### config.mk
export PLATFORM = sky130hd
export DESIGN_NAME = irq_edge_aggregator
export DESIGN_NICKNAME = d
export VERILOG_FILES = /design/src/rtl/irq_agg_pkg.sv /design/src/rtl/irq_sync.sv /design/src/rtl/irq_edge_latch.sv /design/src/rtl/irq_combine.sv /design/src/rtl/irq_edge_aggregator.sv
export SDC_FILE = /design/constraint.sdc
export NUM_CORES = 1
export LEC_CHECK = 0
export BUFFER_PORTS_ARGS = -buffer_cell sky130_fd_sc_hd__buf_2
export CORE_MARGIN = 4
export CORE_UTILIZATION = 47
export CTS_CLUSTER_DIAMETER = 40
export DETAILED_ROUTE_END_ITERATION = 12
export PLACE_DENSITY = 0.79
export SKIP_CTS_REPAIR_TIMING = 1
export SYNTH_ARGS = -nofsm -noshare
export SYNTH_HDL_FRONTEND = slang
export SYNTH_SLANG_ARGS = --single-unit
### constraint.sdc
create_clock -name clk_i -period 1.38 [get_ports clk_i]
set_input_delay 0.276 -clock clk_i [delete_from_list [all_inputs] [get_ports clk_i]]
set_output_delay 0.276 -clock clk_i [all_outputs]
set_load 0.05 [all_outputs]
### src/rtl/irq_agg_pkg.sv
package irq_agg_pkg;
  localparam int unsigned STAT_OFFSET = 0;
  localparam int unsigned MASK_OFFSET = 1;
endpackage

### src/rtl/irq_sync.sv
module irq_sync #(
  parameter int unsigned W      = 4,
  parameter int unsigned STAGES = 2
) (
  input  logic         clk_i,
  input  logic         rst_ni,
  input  logic [W-1:0] d_i,
  output logic [W-1:0] q_o
);
  logic [W-1:0] stage_q [STAGES];

  always_ff @(posedge clk_i or negedge rst_ni) begin
    if (!rst_ni) begin
      for (int i = 0; i < STAGES; i++) stage_q[i] <= '0;
    end else begin
      stage_q[0] <= d_i;
      for (int i = 1; i < STAGES; i++) stage_q[i] <= stage_q[i-1];
    end
  end

  assign q_o = stage_q[STAGES-1];
endmodule

### src/rtl/irq_edge_latch.sv
module irq_edge_latch #(
  parameter int unsigned W = 4
) (
  input  logic         clk_i,
  input  logic         rst_ni,
  input  logic [W-1:0] lvl_i,
  input  logic         clr_i,
  output logic [W-1:0] status_o
);
  logic [W-1:0] prev_q;
  logic [W-1:0] chg;

  assign chg = lvl_i ^ prev_q;

  always_ff @(posedge clk_i or negedge rst_ni) begin
    if (!rst_ni) begin
      prev_q   <= '0;
      status_o <= '0;
    end else begin
      prev_q   <= lvl_i;
      // new events win over a same-cycle clear
      status_o <= (clr_i ? '0 : status_o) | chg;
    end
  end


  capture_chk: assert property (@(posedge clk_i) disable iff (!rst_ni)
    (chg != '0) |=> ((status_o & $past(chg)) == $past(chg)));

  sticky_chk: assert property (@(posedge clk_i) disable iff (!rst_ni)
    !clr_i |=> ((status_o & $past(status_o)) == $past(status_o)));

  clear_chk: assert property (@(posedge clk_i) disable iff (!rst_ni)
    (clr_i && chg == '0) |=> (status_o == '0));

  race_chk: assert property (@(posedge clk_i) disable iff (!rst_ni)
    (clr_i && chg != '0) |=> (status_o == $past(chg)));
endmodule

### src/rtl/irq_combine.sv
module irq_combine #(
  parameter int unsigned W = 4
) (
  input  logic         clk_i,
  input  logic         rst_ni,
  input  logic         wr_en_i,
  input  logic [W-1:0] wmask_i,
  input  logic [W-1:0] status_i,
  output logic [W-1:0] mask_o,
  output logic         irq_o
);
  always_ff @(posedge clk_i or negedge rst_ni) begin
    if (!rst_ni)      mask_o <= '0;
    else if (wr_en_i) mask_o <= wmask_i;
  end

  assign irq_o = |(status_i & ~mask_o);


  mask_load_chk: assert property (@(posedge clk_i) disable iff (!rst_ni)
    wr_en_i |=> (mask_o == $past(wmask_i)));

  irq_src_chk: assert property (@(posedge clk_i) disable iff (!rst_ni)
    irq_o |-> (status_i != '0));
endmodule

### src/rtl/irq_edge_aggregator.sv
module irq_edge_aggregator #(
  parameter int unsigned NUM_SRC     = 4,
  parameter int unsigned SYNC_STAGES = 2,
  parameter int unsigned DATA_W      = 16,
  parameter int unsigned FIELD_LSB   = 8,
  parameter int unsigned ADDR_W      = 2
) (
  input  logic              clk_i,
  input  logic              rst_ni,
  input  logic [NUM_SRC-1:0] src_i,
  input  logic              rd_en_i,
  input  logic              wr_en_i,
  input  logic [ADDR_W-1:0] addr_i,
  input  logic [DATA_W-1:0] wdata_i,
  output logic [DATA_W-1:0] rdata_o,
  output logic              irq_o
);
  import irq_agg_pkg::*;

  localparam int unsigned FIELD_MSB = FIELD_LSB + NUM_SRC - 1;
  localparam logic [ADDR_W-1:0] STAT_ADDR = ADDR_W'(STAT_OFFSET);
  localparam logic [ADDR_W-1:0] MASK_ADDR = ADDR_W'(MASK_OFFSET);

  logic [NUM_SRC-1:0] src_sync;
  logic [NUM_SRC-1:0] status;
  logic [NUM_SRC-1:0] mask;
  logic               stat_rd;
  logic               mask_wr;

  assign stat_rd = rd_en_i && (addr_i == STAT_ADDR);
  assign mask_wr = wr_en_i && (addr_i == MASK_ADDR);

  irq_sync #(.W(NUM_SRC), .STAGES(SYNC_STAGES)) u_sync (
    .clk_i (clk_i),
    .rst_ni(rst_ni),
    .d_i   (src_i),
    .q_o   (src_sync)
  );

  irq_edge_latch #(.W(NUM_SRC)) u_latch (
    .clk_i   (clk_i),
    .rst_ni  (rst_ni),
    .lvl_i   (src_sync),
    .clr_i   (stat_rd),
    .status_o(status)
  );

  irq_combine #(.W(NUM_SRC)) u_comb (
    .clk_i   (clk_i),
    .rst_ni  (rst_ni),
    .wr_en_i (mask_wr),
    .wmask_i (wdata_i[FIELD_MSB:FIELD_LSB]),
    .status_i(status),
    .mask_o  (mask),
    .irq_o   (irq_o)
  );

  always_comb begin
    rdata_o = '0;
    if (rd_en_i) begin
      if (addr_i == STAT_ADDR)      rdata_o[FIELD_MSB:FIELD_LSB] = status;
      else if (addr_i == MASK_ADDR) rdata_o[FIELD_MSB:FIELD_LSB] = mask;
    end
  end

  logic unused_wdata;
  assign unused_wdata = ^wdata_i;


  mask_rd_keep_chk: assert property (@(posedge clk_i) disable iff (!rst_ni)
    (rd_en_i && addr_i == MASK_ADDR) |=> ((status & $past(status)) == $past(status)));
endmodule

## Word level (Yosys, flattened, before mapping)

Index checks and enable logic that the tools add are counted.

| storage, ports and cells | value |
|---|---|
| output and inout bits | 17 |
| logic and storage cells | 18 |
| flip-flop bits (word level) | 20 |
| input bits | 26 |

| cells by class | value |
|---|---|
| muxes and demuxes | 4 |
| reduce and logical (&&, ||, !) cells | 4 |
| bitwise operators | 4 |
| equality and inequality tests | 1 |

Operators by type and width:

| operator | number |
|---|---|
| two-way mux 4 bit | 4 |
| bitwise AND 4 bit | 1 |
| NOT 4 bit | 1 |
| bitwise OR 4 bit | 1 |
| OR reduction 4 bit | 1 |
| XOR 4 bit | 1 |
| == test 2 x 1 -> 1 bit (second input constant) | 1 |
| logical AND 1 bit | 2 |
| logical NOT 2 bit | 1 |

## Depth between registers and ports, before layout

Gate-level depths: netlist of the first run.

| logic depth | value |
|---|---|
| word-level depth | 4 |
| depth in mapped cells | 3 |

## Cells and area by module

Synthesis of the first run repeated with hierarchy kept, for this count alone.

| unflattened totals | value |
|---|---|
| cells, all modules | 70 |
| area, all modules | 857.1 um^2 |

By module, submodules not included:

| module | sequential area each (um^2) | cells each | times used | area an instance (um^2) |
|---|---|---|---|---|
| irq_edge_latch | 200.2 | 20 | 1 | 270.3 |
| irq_sync | 200.2 | 12 | 1 | 230.2 |
| irq_edge_aggregator | 0.0 | 25 | 1 | 180.2 |
| irq_combine | 100.1 | 13 | 1 | 176.4 |

## Worst setup path before layout of the first run

Ideal clock, no wire load.

| timing | value |
|---|---|
| path type | reg-to-output |
| start | register u_latch.status_o[3] |
| end | output irq_o |
| stages on the path, launching flop included | 3 |
| path slack | -0.100 ns |
| data required time | 1.104 ns |
| buffers on the path | 0 |
| data arrival time | 1.204 ns |
| cell sequence | dfrtp_1 > inv_1 > o2111ai_1 |

| between the ends | value |
|---|---|
| longest elaborated chain between the ends | 2 |

RTL lines:

| element | RTL line | source |
|---|---|---|
| start, declared | irq_edge_latch.sv:8 | `output logic [W-1:0] status_o` |
| start signal, assigned | irq_edge_latch.sv:22 | `status_o <= (clr_i ? '0 : status_o) \| chg;` |
| bitwise AND 4 bit | irq_combine.sv:17 | `assign irq_o = \|(status_i & ~mask_o);` |
| OR reduction 4 bit | irq_combine.sv:17 |  |
| end, declared | irq_edge_aggregator.sv:16 | `output logic irq_o` |

Every way passes these cells.

## Final worst setup path of the first run

| timing | value |
|---|---|
| start | register u_comb.mask_o[2] |
| end | output irq_o |

| between the ends | value |
|---|---|
| longest elaborated chain between the ends | 3 |

RTL lines:

| element | RTL line | source |
|---|---|---|
| start, declared | irq_combine.sv:9 | `output logic [W-1:0] mask_o,` |
| start signal, assigned | irq_combine.sv:14 | `else if (wr_en_i) mask_o <= wmask_i;` |
| NOT 4 bit | irq_combine.sv:17 |  |
| bitwise AND 4 bit | irq_combine.sv:17 |  |
| OR reduction 4 bit | irq_combine.sv:17 |  |

Every way passes these cells.

==> run metrics, run 1 <==
initial antenna violation count 0; kind of cell adding the most delay to the critical path flip-flops; DR pass1 iterations 3; routability cong. 0.684; synthesized cell area 852 sq um; ANT nets after route 0; total core area 1730 sq um; IO buf count 18; CP arrival 1.12 ns; failing checks setup timing; yosys warns 0; final setup violation count 2; Num CTS Buffers 3; maxcap violations 0; period utilization 101%; detailed-placement wirelength estimate 963 um; worst hold start src_i[2]; CP Launch Type register; grt total ovfl 0; ant diodes 0; Worst Setup Path Type reg2out; Worst-path clk slew 0.10 ns; final worst path period need 1.40 ns; slowest CP cell dfrtp_1; Crit Path Max Fanout 3; H-tree depth 1; commonest non-fill, non-tap cell in the layout dfrtp_1; Hold Vio Cnt, Final 0; Max Freq 716 MHz; total track usage 9.80%; Clock Tree Buf Depth 2; CP endpoint kind primary output; worst setup margin -0.0164 ns; pin count of the biggest net entering global routing 21; sequential share of the synthesized area 58.7%; CTS tree built; Nets 115; die span in y 50.6 um; crit-path cells nand2b_4, o2111ai_2, buf_6; layout cells sized above 1 38.6%; clk_skew 0.000397 ns; Initial Utilization 49.3%; DRT iter0 DRCs 6; wire length per cell 11.0 um; io pins 43; Leak 0.540 nW; Hold WC Path Type in2reg; Critical R2R Launch u_comb.mask_o[2]$_DFFE_PN0P_; area delta synth->final 21.1%; unrepaired setup endpoints after global routing yes; Power Density 1250 nW/um^2; Root Driver clkbuf_4; Mapped Cells 65; number of global-route vias before repair 449; fillcell total 158; Buffers & Inverters on Critical Path 1; Netlist cell types 14; DR vias 471; Clock Latency Late Sink 0.28 ns; most frequent cells in the layout dfrtp_1, buf_2, conb_1, buf_6; Post-Route WL 1250 um; crit-path max cell delay 0.41 ns; Die X 50.6 um; Worst Setup SP u_comb.mask_o[2]$_DFFE_PN0P_; maximum vdd drop 0.744 mV; Slew Limit Fails 0; global-route wire length before repair 1940 um; Sink Count 20; # DRC 0; Pwr Total 1.29 mW; status complete, but fails checks; Final Util 59.8%; Avg Inst Size Synth 13.1 sq um; Critical Path RT 1.10 ns; Yosys reg bits 20; Rows 15; vias per cell 4.17; Die ar. 2560 sq um
## state kept, by name, indices dropped and copies added (netlist names)
name / count
u_comb.mask_o: 4
u_latch.prev_q: 4
u_latch.status_o: 4
u_sync.q_o: 4
u_sync.stage_q: 4
## power by group
group | internal, mW | leakage, nW | switching (mW)
clock | 0.160 | 0.0210 | 0.154
combinational | 0.128 | 0.294 | 0.182
sequential | 0.634 | 0.225 | 0.0354
## worst reg2reg max path: stages, from the launching register on
cell	delay [ns]
dfrtp_1	0.41
buf_4	0.14
mux2_4	0.25
## final cells by class
type                    instances  area (sq um)  area share [%]
clock buffers                   4          36.3            3.52
inverters                       4          15.0            1.45
multi-input cells              39           303            29.3
flip-flops and latches         20           500            48.5
well taps                      25          31.3            3.03
repair buffers                 21           146            14.2
## synthesized netlist by cell type, drive strengths merged
cell type,n,area share [%]
buf,13,12
conb,1,0.44
dfrtp,20,59
inv,4,1.8
mux2,4,7.0
mux2i,4,4.7
nand2b,4,2.9
nand3b,1,2.3
nor2,4,1.8
nor3b,1,0.88
o2111ai,1,1.0
o21ai,4,2.3
xnor2,4,4.1
## through the flow
stage	setup TNS, ns	cells	hold slack (ns)	worst slack (ns)	area (sq um)
finish	-0.0308	113	0.0904	-0.0164	1030
global route	-0.392	113	0.0724	-0.103	1030
CTS	-0.246	110	-0.0811	-0.157	961
global placement	0	106	0.227	0.136	925
detailed placement	0	106	0.239	0.130	925
floorplan	-0.0991	76	-0.0196	-0.0496	905
## layer usage
metal / track usage, % / wire length (um)
met1: 12.9 / 509
met2: 17.0 / 656
met3: 2.08 / 83
met4: 1.35 / 0
met5: 0 / 0
## cells by family (layout without fill, tap and decap cells)
group | count (synthesis) | in the layout | share of synthesized area, %
flops | 20 | 20 | 58.7
buf+inv | 17 | 29 | 13.7
simple gates | 10 | 10 | 7.93
mux | 8 | 8 | 11.7
compound gates | 5 | 5 | 3.38
xor+xnor | 4 | 4 | 4.11
other cells | 1 | 12 | 0.440
## final timing paths
| path | end | slack, ns | cells after the start |
|---|---|---|---|
| max | irq_o | -0.02 | 3 |
| min | u_sync.stage_q[6]$_DFF_PN0_ | 0.09 | 1 |
| max in group asynchronous | u_latch.prev_q[3]$_DFF_PN0_ | 0.64 | 2 |
| min reg2reg | u_sync.q_o[1]$_DFF_PN0_ | 0.36 | 0 |
| max reg2reg | u_comb.mask_o[2]$_DFFE_PN0P_ | 0.48 | 2 |
| min in group asynchronous | u_sync.q_o[0]$_DFF_PN0_ | 0.45 | 2 |
Note: power is estimated with default switching activity, not from simulation.
==> inputs of run 2 (changes only) <==
--- a/config.mk
+++ b/config.mk
@@ -10,7 +10,7 @@
 export CORE_UTILIZATION = 47
 export CTS_CLUSTER_DIAMETER = 40
 export DETAILED_ROUTE_END_ITERATION = 12
-export PLACE_DENSITY = 0.79
+export PLACE_DENSITY = 0.82
 export SKIP_CTS_REPAIR_TIMING = 1
 export SYNTH_ARGS = -nofsm -noshare
 export SYNTH_HDL_FRONTEND = slang
==> run 2 against run 1 <==
Compared with the run above:
- the run still ends with setup timing left
- die area unchanged
- clock skew increased by 0.0090 ns
- critical path depth unchanged
- combinational power rose by 1%
- wire length rose by 9.0%
- register-to-register slack is essentially flat
- maximum frequency shrank 1.9%
- clock power up 5%
- non-clock buffer count did not move
- via count is 4.0% higher
- worst hold slack worse by 0.0090 ns
- critical endpoint unchanged
- largest cell class unchanged
- largest power group unchanged
- highest routed layer is now met4
==> run metrics, run 2 (synthesis gave the netlist of run 1 again) <==
status complete, but fails checks; failing checks setup timing; Slew Limit Fails 0 (unchanged); M1 GR Usage 11.9% (-1.1 points); M3 GR Usage 5.34% (+3.3 points); fillcell total 140 (-11%); Crit Path Max Fanout 3 (unchanged); WHS 0.0814 ns (-0.00902 ns); total core area 1730 sq um (unchanged); Num CTS Buffers 3 (unchanged); DR pass1 iterations 3 (unchanged); Initial Utilization 49.3% (unchanged); slowest CP cell dfrtp_1; grt total ovfl 0 (unchanged); maxcap violations 0 (unchanged); CP endpoint kind primary output; IO buf count 18 (unchanged); detailed-placement wirelength estimate 979 um (+1.7%); crit-path max cell delay 0.42 ns (about the same); switching pwr 0.391 mW (+5.1%); DR vias 490 (+4.0%); Clock Latency Late Sink 0.30 ns (+0.02 ns); maximum vdd drop 0.753 mV (+1.2%); clk_skew 0.00938 ns (+0.00899 ns); CP Launch Type register; Rows 15 (unchanged); H-tree depth 1 (unchanged); met2 GRT Util 16.5% (-0.43 points); Post-Route WL 1360 um (+9.0%); Sw Share 29.8% (+1.0 points); Hold WC Path Type in2reg; Critical R2R Launch u_comb.mask_o[0]$_DFFE_PN0P_; Hold Vio Cnt, Final 0 (unchanged); Final Util 59.8% (unchanged); number of global-route vias before repair 435 (-3.1%); Leak 0.541 nW (+0.12%); worst hold start src_i[0]; Crit Reg-Reg Endpoint u_comb.mask_o[0]$_DFFE_PN0P_; Cell Int Power 0.923 mW (about the same); DRT iter0 DRCs 5 (-1); worst hold stages 1 (unchanged); ant diodes 0 (unchanged); Nets 115 (unchanged); setup TNS -0.135 ns (-0.105 ns); vias per cell 4.34 (+4.0%); total track usage 10.4% (+0.61 points); # DRC 0 (unchanged); Power Density 1270 nW/um^2 (+1.5%); commonest non-fill, non-tap cell in the layout dfrtp_1; Most Crowded Layer GR met2; area delta synth->final 21.1% (unchanged); routability cong. 0.668 (-2.4%); Root Driver clkbuf_4; unrepaired setup endpoints after global routing yes; most frequent cells in the layout dfrtp_1, buf_2, conb_1, buf_6; reg2reg setup slack 0.48 ns (about the same); layout cells sized above 1 38.6% (unchanged); dpl cells 106 (unchanged); worst setup margin -0.0435 ns (-0.0271 ns); final worst path period need 1.42 ns (+0.0271 ns); Die X 50.6 um (unchanged); Worst-path clk slew 0.11 ns (about the same); io pins 43 (unchanged); clock power share 25.1% (+0.8 points); Finished Layout Cells 113 (unchanged); final setup violation count 5 (+3); Sink Count 20 (unchanged); CTS tree built; Worst Setup Path Type reg2out; pin count of the biggest net entering global routing 21 (unchanged); crit-path cells nand2b_4, o2111ai_2, buf_6; ANT nets after route 0 (unchanged); hold endpoint u_sync.stage_q[4]$_DFF_PN0_; Clock Tree Buf Depth 2 (unchanged); Max Freq 702 MHz (-1.9%); Die ar. 2560 sq um (unchanged); wire length per cell 12.0 um (+9.0%); combinational share of power 24.0% (about the same); CP arrival 1.15 ns (+0.03 ns); initial antenna violation count 0 (unchanged); die span in y 50.6 um (unchanged); period utilization 103% (+2.0 points); Critical Path RT 1.10 ns (about the same); pre-CTS WS 0.0917 ns (-0.0382 ns); Flop pwr share 50.9% (-0.8 points); global-route wire length before repair 1910 um (-1.4%); Reg2Reg Depth 2 (unchanged)
-- run 2: cell counts in the layout (fill, tap and decap cells not counted) --
No cell type changed its count.
-- run 2: per-stage QoR --
step / instance area [sq um] / total power [mW]
global route: 1030 / 1.38
detailed placement: 925 / 0.944
finish: 1030 / 1.31
CTS: 961 / 1.28
floorplan: 905 / 0.911
global placement: 925 / 0.932
-- run 2: per-layer routing --
metal  wire [um]  up-vias  share of wire, %
met2         717       24                53
met1         524      234                39
met3         109        2               8.0
met4           8        0              0.59
li1            -      230                 -
met5           0        -                 0
-- run 2: how the worst max path moves through the flow --
stage                                       start     endpoint  slack, ns  depth (start not counted)
floorplan                               addr_i[0]   rdata_o[8]      -0.05                          3
global placement                        addr_i[1]   rdata_o[9]       0.13                          4
detailed placement                      addr_i[1]  rdata_o[11]       0.09                          4
CTS                  u_comb.mask_o[2]$_DFFE_PN0P_        irq_o      -0.18                          3
global route        u_latch.status_o[2]$_DFF_PN0_  rdata_o[10]      -0.10                          3
finish               u_comb.mask_o[2]$_DFFE_PN0P_        irq_o      -0.04                          3
-- run 2: power groups by stage --
stage | logic (mW) | clock network, mW | registers [mW]
after floorplan | 0.242 | 0 | 0.669
after global placement | 0.260 | 0 | 0.673
after detailed placement | 0.267 | 0 | 0.677
after CTS | 0.268 | 0.345 | 0.666
after global routing | 0.334 | 0.375 | 0.676
final | 0.315 | 0.330 | 0.669
-- run 2: layout make-up --
class | instances | area, sq um | share of cell area (%)
flip-flops and latches | 20 | 500 | 48.5
multi-input cells | 39 | 303 | 29.3
repair buffers | 21 | 146 | 14.2
clock buffers | 4 | 36.3 | 3.52
well taps | 25 | 31.3 | 3.03
inverters | 4 | 15.0 | 1.45
-- run 2: critical path: cells and delay by family (launching register included) --
family          cells  cell delay (ns)
compound gates      1             0.09
buf+inv             1             0.19
simple gates        1             0.16
flops               1             0.42
